$ cat src/rtl/spi_rf_pkg.sv
package spi_rf_pkg;
  localparam int BYTE_W = 8;
  localparam int ADDR_W = 16;
  localparam int LOW_W  = 13;
  localparam int IRQ_W  = 3 * BYTE_W;
  localparam int CMD_W  = 3;

  localparam logic [CMD_W-1:0] CMD_NOP   = 3'b000;
  localparam logic [CMD_W-1:0] CMD_READ  = 3'b010;
  localparam logic [CMD_W-1:0] CMD_WRITE = 3'b100;
  localparam logic [CMD_W-1:0] CMD_EXT   = 3'b110;

  typedef enum logic [2:0] {
    ST_H0,
    ST_H1,
    ST_H2,
    ST_RD,
    ST_WR,
    ST_IGN
  } fe_state_e;
endpackage

$ cat src/rtl/spi_rf_sync.sv
module spi_rf_sync #(
  parameter int             W       = 3,
  parameter int             STAGES  = 2,
  parameter logic [W-1:0]   RST_VAL = '0
) (
  input  logic         clk,
  input  logic         rst,
  input  logic [W-1:0] din,
  output logic [W-1:0] dout
);
  logic [W-1:0] stg [STAGES];

  for (genvar g = 0; g < STAGES; g++) begin : g_stage
    if (g == 0) begin : g_first
      always_ff @(posedge clk) begin
        if (rst) stg[g] <= RST_VAL;
        else     stg[g] <= din;
      end
    end else begin : g_next
      always_ff @(posedge clk) begin
        if (rst) stg[g] <= RST_VAL;
        else     stg[g] <= stg[g-1];
      end
    end
  end

  assign dout = stg[STAGES-1];
endmodule

$ cat src/rtl/spi_rf_shifter.sv
module spi_rf_shifter
  import spi_rf_pkg::*;
(
  input  logic              clk,
  input  logic              rst,
  input  logic              sck_s,
  input  logic              cs_n_s,
  input  logic              mosi_s,
  input  logic [BYTE_W-1:0] tx_byte,
  output logic              cs_act,
  output logic              byte_done,
  output logic [BYTE_W-1:0] rx_byte,
  output logic              miso
);
  localparam int CNT_W = $clog2(BYTE_W);

  logic              sck_q;
  logic [CNT_W-1:0]  bit_cnt;
  logic [BYTE_W-2:0] rx_sr;
  logic [BYTE_W-2:0] tx_sr;
  logic              sck_rise, sck_fall;

  assign cs_act   = ~cs_n_s;
  assign sck_rise = sck_s & ~sck_q;
  assign sck_fall = ~sck_s & sck_q;

  always_ff @(posedge clk) begin
    if (rst) begin
      sck_q     <= 1'b1;
      bit_cnt   <= '0;
      rx_sr     <= '0;
      tx_sr     <= '0;
      rx_byte   <= '0;
      byte_done <= 1'b0;
      miso      <= 1'b0;
    end else begin
      sck_q     <= sck_s;
      byte_done <= 1'b0;
      if (cs_n_s) begin
        bit_cnt <= '0;
        rx_sr   <= '0;
        tx_sr   <= '0;
        miso    <= 1'b0;
      end else begin
        if (sck_rise) begin
          rx_sr   <= {rx_sr[BYTE_W-3:0], mosi_s};
          bit_cnt <= bit_cnt + 1'b1;
          if (bit_cnt == CNT_W'(BYTE_W - 1)) begin
            byte_done <= 1'b1;
            rx_byte   <= {rx_sr, mosi_s};
          end
        end
        if (sck_fall) begin
          if (bit_cnt == '0) {miso, tx_sr} <= tx_byte;
          else               {miso, tx_sr} <= {tx_sr, 1'b0};
        end
      end
    end
  end

  a_r5_single_done: assert property (@(posedge clk) disable iff (rst)
    byte_done |=> !byte_done);
  a_r9_idle_quiet: assert property (@(posedge clk) disable iff (rst)
    cs_n_s |=> (!miso && !byte_done));
endmodule

$ cat src/rtl/spi_rf_ctrl.sv
module spi_rf_ctrl
  import spi_rf_pkg::*;
(
  input  logic              clk,
  input  logic              rst,
  input  logic              cs_act,
  input  logic              byte_done,
  input  logic [BYTE_W-1:0] rx_byte,
  input  logic [IRQ_W-1:0]  irq_status,
  input  logic [BYTE_W-1:0] reg_rdata,
  output logic [BYTE_W-1:0] tx_byte,
  output logic [ADDR_W-1:0] reg_addr,
  output logic [BYTE_W-1:0] reg_wdata,
  output logic              reg_wr,
  output logic              reg_rd
);
  fe_state_e         st;
  logic              ext_q;
  logic [BYTE_W-1:0] addr_hi;
  logic [4:0]        addr_lo;
  logic [ADDR_W-1:0] cur;
  logic [ADDR_W-1:0] nxt;
  logic [BYTE_W-1:0] rd_buf;
  logic              rd_wait;
  logic [CMD_W-1:0]  d_cmd;
  logic [ADDR_W-1:0] d_addr;
  logic              d_ok;

  always_comb begin
    if (st == ST_H2) begin
      d_cmd  = rx_byte[4:2];
      d_addr = {rx_byte[7:5], addr_hi, addr_lo};
      d_ok   = (rx_byte[1:0] == 2'b00);
    end else begin
      d_cmd  = rx_byte[2:0];
      d_addr = {3'b000, addr_hi, rx_byte[7:3]};
      d_ok   = 1'b1;
    end
    if (ext_q) nxt = cur + 1'b1;
    else       nxt = {3'b000, cur[LOW_W-1:0] + 1'b1};
  end

  always_comb begin
    unique case (st)
      ST_H0:   tx_byte = irq_status[7:0];
      ST_H1:   tx_byte = irq_status[15:8];
      ST_H2:   tx_byte = irq_status[23:16];
      ST_RD:   tx_byte = rd_buf;
      default: tx_byte = '0;
    endcase
  end

  always_ff @(posedge clk) begin
    if (rst) begin
      st        <= ST_H0;
      ext_q     <= 1'b0;
      addr_hi   <= '0;
      addr_lo   <= '0;
      cur       <= '0;
      rd_buf    <= '0;
      rd_wait   <= 1'b0;
      reg_addr  <= '0;
      reg_wdata <= '0;
      reg_wr    <= 1'b0;
      reg_rd    <= 1'b0;
    end else begin
      reg_wr  <= 1'b0;
      reg_rd  <= 1'b0;
      rd_wait <= reg_rd;
      if (rd_wait) rd_buf <= reg_rdata;
      if (!cs_act) begin
        st    <= ST_H0;
        ext_q <= 1'b0;
      end else if (byte_done) begin
        unique case (st)
          ST_H0: begin
            addr_hi <= rx_byte;
            st      <= ST_H1;
          end
          ST_H1, ST_H2: begin
            if (st == ST_H1) addr_lo <= rx_byte[7:3];
            if (st == ST_H1 && rx_byte[2:0] == CMD_EXT) begin
              st    <= ST_H2;
              ext_q <= 1'b1;
            end else if (!d_ok) begin
              st <= ST_IGN;
            end else if (d_cmd == CMD_READ) begin
              st       <= ST_RD;
              cur      <= d_addr;
              reg_addr <= d_addr;
              reg_rd   <= 1'b1;
            end else if (d_cmd == CMD_WRITE) begin
              st  <= ST_WR;
              cur <= d_addr;
            end else begin
              st <= ST_IGN;
            end
          end
          ST_RD: begin
            cur      <= nxt;
            reg_addr <= nxt;
            reg_rd   <= 1'b1;
          end
          ST_WR: begin
            reg_addr  <= cur;
            reg_wdata <= rx_byte;
            reg_wr    <= 1'b1;
            cur       <= nxt;
          end
          default: ;
        endcase
      end
    end
  end

  a_r2_excl: assert property (@(posedge clk) disable iff (rst)
    !(reg_wr && reg_rd));
  a_r6_wr_pulse: assert property (@(posedge clk) disable iff (rst)
    reg_wr |=> !reg_wr);
  a_r7_rd_pulse: assert property (@(posedge clk) disable iff (rst)
    reg_rd |=> !reg_rd);
  a_r1_low8k: assert property (@(posedge clk) disable iff (rst)
    ((reg_wr || reg_rd) && !ext_q) |-> (reg_addr[15:13] == 3'b000));
  a_r8_ign_quiet: assert property (@(posedge clk) disable iff (rst)
    (st == ST_IGN) |-> (!reg_wr && !reg_rd));
endmodule

$ cat src/rtl/spi_reg_frontend.sv
module spi_reg_frontend
  import spi_rf_pkg::*;
#(
  parameter int SYNC_STAGES = 2
) (
  input  logic              clk,
  input  logic              rst,
  input  logic              spi_sck,
  input  logic              spi_cs_n,
  input  logic              spi_mosi,
  output logic              spi_miso,
  input  logic [IRQ_W-1:0]  irq_status,
  output logic [ADDR_W-1:0] reg_addr,
  output logic [BYTE_W-1:0] reg_wdata,
  output logic              reg_wr,
  output logic              reg_rd,
  input  logic [BYTE_W-1:0] reg_rdata
);
  logic [2:0]        pins_s;
  logic              cs_act, byte_done;
  logic [BYTE_W-1:0] rx_byte, tx_byte;

  spi_rf_sync #(.W(3), .STAGES(SYNC_STAGES), .RST_VAL(3'b110)) u_sync (
    .clk  (clk),
    .rst  (rst),
    .din  ({spi_sck, spi_cs_n, spi_mosi}),
    .dout (pins_s)
  );

  spi_rf_shifter u_shift (
    .clk       (clk),
    .rst       (rst),
    .sck_s     (pins_s[2]),
    .cs_n_s    (pins_s[1]),
    .mosi_s    (pins_s[0]),
    .tx_byte   (tx_byte),
    .cs_act    (cs_act),
    .byte_done (byte_done),
    .rx_byte   (rx_byte),
    .miso      (spi_miso)
  );

  spi_rf_ctrl u_ctrl (
    .clk        (clk),
    .rst        (rst),
    .cs_act     (cs_act),
    .byte_done  (byte_done),
    .rx_byte    (rx_byte),
    .irq_status (irq_status),
    .reg_rdata  (reg_rdata),
    .tx_byte    (tx_byte),
    .reg_addr   (reg_addr),
    .reg_wdata  (reg_wdata),
    .reg_wr     (reg_wr),
    .reg_rd     (reg_rd)
  );
endmodule

$ cat config.mk
export PLATFORM = sky130hd
export DESIGN_NAME = spi_reg_frontend
export DESIGN_NICKNAME = d
export VERILOG_FILES = /design/src/rtl/spi_rf_pkg.sv /design/src/rtl/spi_rf_sync.sv /design/src/rtl/spi_rf_shifter.sv /design/src/rtl/spi_rf_ctrl.sv /design/src/rtl/spi_reg_frontend.sv
export SDC_FILE = /design/constraint.sdc
export NUM_CORES = 1
export LEC_CHECK = 0
export ABC_AREA = 1
export BUFFER_PORTS_ARGS = -buffer_cell sky130_fd_sc_hd__buf_2
export CAP_MARGIN = 10
export CORE_MARGIN = 2
export CORE_UTILIZATION = 50
export DETAILED_ROUTE_END_ITERATION = 7
export HOLD_SLACK_MARGIN = 0.15
export PLACE_DENSITY = 0.74
export SETUP_SLACK_MARGIN = 0.15
export SLEW_MARGIN = 20
export SYNTH_ARGS = -nofsm -noshare
export SYNTH_HDL_FRONTEND = slang
export SYNTH_SLANG_ARGS = --single-unit
$ cat constraint.sdc
create_clock -name clk -period 2 [get_ports clk]
set_input_delay 0.2 -clock clk [delete_from_list [all_inputs] [get_ports clk]]
set_output_delay 0.2 -clock clk [all_outputs]
set_load 0.005 [all_outputs]
==> results.yml, run 1 <==
outcome:
  outcome: "finished, final reports clean"
floorplanning:
  rows: 36
  dieArea_um2: 10600
  core_um2: 9640
  initial_core_util_pct: 50.8
  die_w_um: 103
  io_pins: 64
  die_h_um: 103
placement:
  dp_slack_ns: 0.192
  place_congestion: 0.981
  io_buffers: 63
  placed_cell_area_um2: 5390
  dpl.hpwl_um: 9080
worst_hold_path:
  worstHoldStart: "rst"
  hold_depth: 2
  hold_path.class: "in -> reg"
  holdPathEnd: "u_sync.stg[0][0]$_SDFF_PP0_"
clocking:
  numCtsBuffers: 9
  cts_tree: "built"
  clock_sinks: 102
  clockBufferDepth: 2
  clockRootBuffer: "clkbuf_8"
  cts.reportedPaths.clkPinSlew_ns: 0.11
  h-tree-depth: 3
  clk_latency_ns: 0.38
worst_setup_path:
  regToRegSetupSlack_ns: 0.28
  arrival_ns: 2.01
  cp-end-kind: "register"
  rr_endpoint: "u_ctrl.cur[13]$_SDFFE_PP0P_"
  worstPathMaxFanout: 17
  r2r_cells: 11
  setup.worst_path.start_class: "register"
  cp.required_ns: 2.28
  worstSetupPathType: "reg -> reg"
  timing.rr.start: "u_ctrl.st[0]$_SDFFE_PP0P_"
power:
  fin_total_pwr_uw: 3470
  ir_worst_vdd_mv: 0.387
  cellPowerDensity_nw_per_um2: 604
  leakage_uw: 0.00260
sta:
  setup_viol: 0
  rsz0062_at_grt: "yes"
  fin_crit_sh_pct: 86.2
  drv_slew: 0
  max_freq_mhz: 580
  skew_ns: 0.0101
  slew_headroom_pct: 64.5
  hold_violations: 0
  final.setup.worst_slack_ns: 0.276
  worst_pin_slew_ns: 0.531
  fin_crit_ns: 1.72
  fin_setup_tns_ns: 0
synthesis:
  ys_top_cells_by_count: "nand2_1, nor2_1, dfxtp_1, inv_1, o21ai_0"
  avgSynthCellArea_um2: 6.69
  synth.area.top_cells: "dfxtp_1, nand2_1, nor2_1"
  synth_top_area_share_pct: 41.7
  yosysSeqAreaShare_pct: 41.7
  yosysMostFrequentCell: "nand2_1"
  synth_top_cell_by_area: "dfxtp_1"
  synth_area_um2: 4900
  postSynthCellCount: 732
  synthesis.nets: 773
  ys.flop_type: "dfxtp_1"
  ys_types: 33
  ys_seq_elements: 102
  synthArstFlopShare_pct: 0
  synth_warnings: 0
  synth_edf_count: 0
route:
  drtIter0Drc: 255
  drc: 0
  routed_wl_um: 12700
  wire_per_inst_um: 13.4
  ant_nets: 0
  vias: 4905
  dr.pass1.iters: 5
  drt-vias-per-instance: 5.18
global_route:
  first_global_vias: 4356
  antenna_found_initial: 0
  overflow: 0
  grt_pass1_wl_um: 19900
  grtUsageTotal_pct: 23.8
  grt_max_degree: 66
layout:
  regArea_um2: 2050
  final_nets: 850
  num-fill-cells: 947
  drive_gt1_share_pct: 15.6
  syn2layout_area_growth_pct: 17.2
  multi_input_area_um2: 2450
  antennaDiodeCount: 0
  stdcell_area_um2: 5740
  utilization_pct: 59.6
flow_run:
  max-cap-violations: 0
layer usage:
metal	part of all wire, %	global-route usage (%)	up-vias
met5	0	0	-
met4	2.6	10.6	0
met3	5.7	4.07	31
met2	46	37.3	158
met1	45	32.3	2211
li1	-	-	2505
area by class of cell:
type | count | area share, %
tap | 133 | 2.90
clock inverter | 7 | 1.26
timing repair inverter | 1 | 0.131
sequential | 102 | 35.6
timing repair buffer | 94 | 10.3
clock buffer | 9 | 2.16
inverter | 75 | 4.97
multi-input combinational | 526 | 42.6
where the power goes:
group          leakage (uW)  switching (uW)  internal [uW]  total [uW]
sequential         0.000824            3.03           2040        2040
combinational       0.00168            65.8           63.6         129
clock             0.0000970             808            492        1300
total               0.00260             876           2590        3470
layout by cell type, fill, tap and decap left out, drive strengths merged, types with 5 or more instances in the layout:
| cell | count |
|---|---|
| nand3 | 43 |
| a21oi | 47 |
| inv | 78 |
| nor2 | 121 |
| clkbuf | 9 |
| dlygate4sd3 | 11 |
| o211ai | 5 |
| or2 | 6 |
| buf | 83 |
| a31oi | 7 |
| o21ai | 74 |
| nand2 | 188 |
| nand4 | 17 |
| dfxtp | 102 |
flip-flops by register name, summed over array words and instances (netlist names):
name	count
u_ctrl.addr_hi	8
u_ctrl.addr_lo	5
u_ctrl.cur	16
u_ctrl.ext_q	1
u_ctrl.rd_buf	8
u_ctrl.rd_wait	1
u_ctrl.reg_addr	16
u_ctrl.reg_rd	1
u_ctrl.reg_wdata	8
u_ctrl.reg_wr	1
u_ctrl.st	3
u_shift.bit_cnt	3
u_shift.byte_done	1
u_shift.miso	1
u_shift.rx_byte	8
u_shift.rx_sr	7
u_shift.sck_q	1
u_shift.tx_sr	7
u_sync.stg	6
what timing repair did:
action / 4_1_cts / 5_1_grt
setup endpoints to repair: 0 / 37
endpoints found under the hold margin: 11 / 0
hold buffers: 11 / 0
resized for setup: 0 / 13
setup buffers: 0 / 0
through the flow:
stage                     hold WS (ns)  std cells
after CTS                        0.160        946
after global placement           0.382        919
final                            0.167        947
after detailed placement         0.388        919
after global routing             0.163        947
after floorplan                  0.304        732
cell families after synthesis:
kind of cell    share of synthesized area [%]
simple gates                             33.0
compound gates                           14.9
buf+inv                                  8.87
flops                                    41.7
fa+ha+maj                                1.02
xor+xnor                                0.537
worst max-delay path: stages, from the launching register on:
cell and delay [ns]:
dfxtp_2 0.35, inv_2 0.14, nand3_4 0.12, inv_2 0.20
nand2_2 0.10, nand3_2 0.10, nor2_4 0.05, nand2_4 0.15
buf_6 0.20, nand3_1 0.09, nand2_1 0.07, nor2_1 0.05
worst max path at each step:
stage	to	from
2_1_floorplan	u_ctrl.cur[12]$_SDFFE_PP0P_	u_ctrl.cur[0]$_SDFFE_PP0P_
3_5_place_dp	u_ctrl.reg_addr[2]$_SDFFE_PP0P_	u_ctrl.st[1]$_SDFFE_PP0P_
5_1_grt	u_ctrl.cur[12]$_SDFFE_PP0P_	u_ctrl.cur[0]$_SDFFE_PP0P_
6_report	u_ctrl.cur[13]$_SDFFE_PP0P_	u_ctrl.st[0]$_SDFFE_PP0P_
3_3_place_gp	u_ctrl.reg_addr[2]$_SDFFE_PP0P_	u_ctrl.st[1]$_SDFFE_PP0P_
4_1_cts	u_ctrl.reg_addr[2]$_SDFFE_PP0P_	u_ctrl.st[1]$_SDFFE_PP0P_
No activity file was read; power rests on OpenSTA's default activity.
==> inputs of run 2 (changes only) <==
==> constraint.sdc (replaced) <==
create_clock -name clk -period 1.81 [get_ports clk]
set_input_delay 0.181 -clock clk [delete_from_list [all_inputs] [get_ports clk]]
set_output_delay 0.181 -clock clk [all_outputs]
set_load 0.005 [all_outputs]
==> run 2 against run 1 <==
First-iteration DRC count is 36% higher. Total power is 14% higher. Combinational power is 19% higher. Clock power is 18% higher. Via count is 6.1% higher. Routed wire length is 8.7% higher. Fmax is 0.63% higher. Register-to-register slack worse by 0.18 ns. Clock skew is 0.0036 ns higher. Critical path depth stayed put. Critical endpoint is now u_ctrl.reg_addr[2]$_SDFFE_PP0P_.
==> results.yml, run 2 (synthesis results as in run 1) <==
clocking:
  clockBufferDepth: 2
  clock_sinks: 102
  clockRootBuffer: "clkbuf_8"
  clk_latency_ns: 0.40
  h-tree-depth: 3
  numCtsBuffers: 9
  cts.reportedPaths.clkPinSlew_ns: 0.10
  cts_tree: "built"
sta:
  fin_crit_ns: 1.71
  final.setup.worst_slack_ns: 0.0963
  drv_slew: 0
  setup_viol: 0
  hold_violations: 0
  fin_crit_sh_pct: 94.7
  skew_ns: 0.0137
  slew_headroom_pct: 70.3
  fin_setup_tns_ns: 0
  rsz0062_at_grt: "yes"
  whs_ns: 0.192
  max_freq_mhz: 584
  worst_pin_slew_ns: 0.444
placement:
  place_congestion: 0.903
  dpl.hpwl_um: 9240
  io_buffers: 63
  placed_cells: 929
  dp_slack_ns: 0.0215
power:
  leakage_uw: 0.00286
  pwr-share-comb_pct: 3.9
  switching_power_uw: 927
  p_sw_share_pct: 23.5
  cellPowerDensity_nw_per_um2: 619
  fin_total_pwr_uw: 3950
  p_seq_share_pct: 57.0
  internal_power_uw: 3020
  ir_worst_vdd_mv: 0.657
  clkPwrFrac_pct: 39.1
worst_setup_path:
  setup.worst_path.start_class: "register"
  worstSetupPathType: "reg -> reg"
  r2r_cells: 11
  cp-end-kind: "register"
  worstPathMaxFanout: 5
  arrival_ns: 2.01
  cp.required_ns: 2.10
layout:
  final_nets: 887
  stdcell_count: 984
  antennaDiodeCount: 0
  multi_input_area_um2: 2660
  top_regs: "u_ctrl.cur: 16 flops, u_ctrl.reg_addr: 16 flops"
  num-fill-cells: 830
  layout_commonest_cell: "nand2_1"
  drive_gt1_share_pct: 24.7
  syn2layout_area_growth_pct: 30.2
  regArea_um2: 2060
  layout_common_cells: "nand2_1, nor2_1, dfxtp_1"
global_route:
  grt_max_degree: 57
  overflow: 0
  antenna_found_initial: 0
  grt_pass1_wl_um: 21000
  grtUsageTotal_pct: 25.7
  first_global_vias: 4553
route:
  wire_per_inst_um: 14.0
  dr.pass1.iters: 6
  ant_nets: 0
  drt-vias-per-instance: 5.29
  routed_wl_um: 13800
  drtIter0Drc: 346
  drc: 0
  vias: 5203
floorplanning:
  dieArea_um2: 10600
  io_pins: 64
  initial_core_util_pct: 50.8
  die_w_um: 103
  rows: 36
  die_h_um: 103
  core_um2: 9640
flow_run:
  max-cap-violations: 0
outcome:
  outcome: "finished, final reports clean"
worst_hold_path:
  hold_depth: 5
  hold_path.class: "in -> reg"
run 2: repair_timing:
| item | 4_1_cts | 5_1_grt |
|---|---|---|
| endpoints found under the hold margin | 16 | 0 |
| endpoints found under the setup margin | 21 | 43 |
| gates cloned | 2 | 1 |
| setup buffers | 3 | 18 |
| pin swaps | 3 | 25 |
| hold buffers | 15 | 0 |
| resized for setup | 17 | 78 |
run 2: final cells by class:
class	instances	area share, %
multi-input combinational	526	41.7
sequential	102	32.3
timing repair buffer	131	15.3
inverter	75	4.65
tap	133	2.61
clock buffer	10	2.16
clock inverter	6	1.22
timing repair inverter	1	0.118
run 2: metrics by stage:
step	cell area, um^2	utilization [%]
after global placement	5480	56.8
after floorplan	4900	-
final	6380	66.2
after detailed placement	5480	56.8
after global routing	6380	66.2
after CTS	5950	61.7
run 2: worst paths after layout:
path | start | slack, ns | end
worst max-delay path | u_ctrl.st[0]$_SDFFE_PP0P_ | 0.1 | u_ctrl.reg_addr[2]$_SDFFE_PP0P_
worst min-delay path | irq_status[21] | 0.19 | u_shift.tx_sr[5]$_SDFFE_PP0P_
worst max register to register | u_ctrl.st[0]$_SDFFE_PP0P_ | 0.1 | u_ctrl.reg_addr[2]$_SDFFE_PP0P_
worst min register to register | u_sync.stg[0][1]$_SDFF_PP1_ | 0.42 | u_sync.stg[1][1]$_SDFF_PP1_
run 2: power groups by stage:
stage	clock, uW	sequential [uW]	combinational (uW)
floorplan	0	2310	61.6
CTS	1570	2250	148
finish	1540	2250	154
global route	1660	2250	169
global placement	0	2310	121
detailed placement	0	2310	123
run 2: critical path, cell delays in order (launching register included):
cell	delay [ns]
dfxtp_4	0.40
inv_6	0.05
buf_4	0.13
nor3_4	0.19
inv_2	0.09
nand2_4	0.09
nand2_4	0.08
nand2_8	0.10
buf_4	0.13
clkinvlp_4	0.16
nor2_1	0.12
nor2_1	0.05
run 2: metal layers:
| metal | routed length [um] | up-vias | global-route usage (%) | share of wire, % |
|---|---|---|---|---|
| met5 | 0 | - | 0 | 0 |
| met1 | 6080 | 2392 | 32.7 | 44 |
| li1 | - | 2594 | - | - |
| met4 | 457 | 0 | 10.8 | 3.3 |
| met3 | 827 | 46 | 7.05 | 6.0 |
| met2 | 6450 | 171 | 41.1 | 47 |
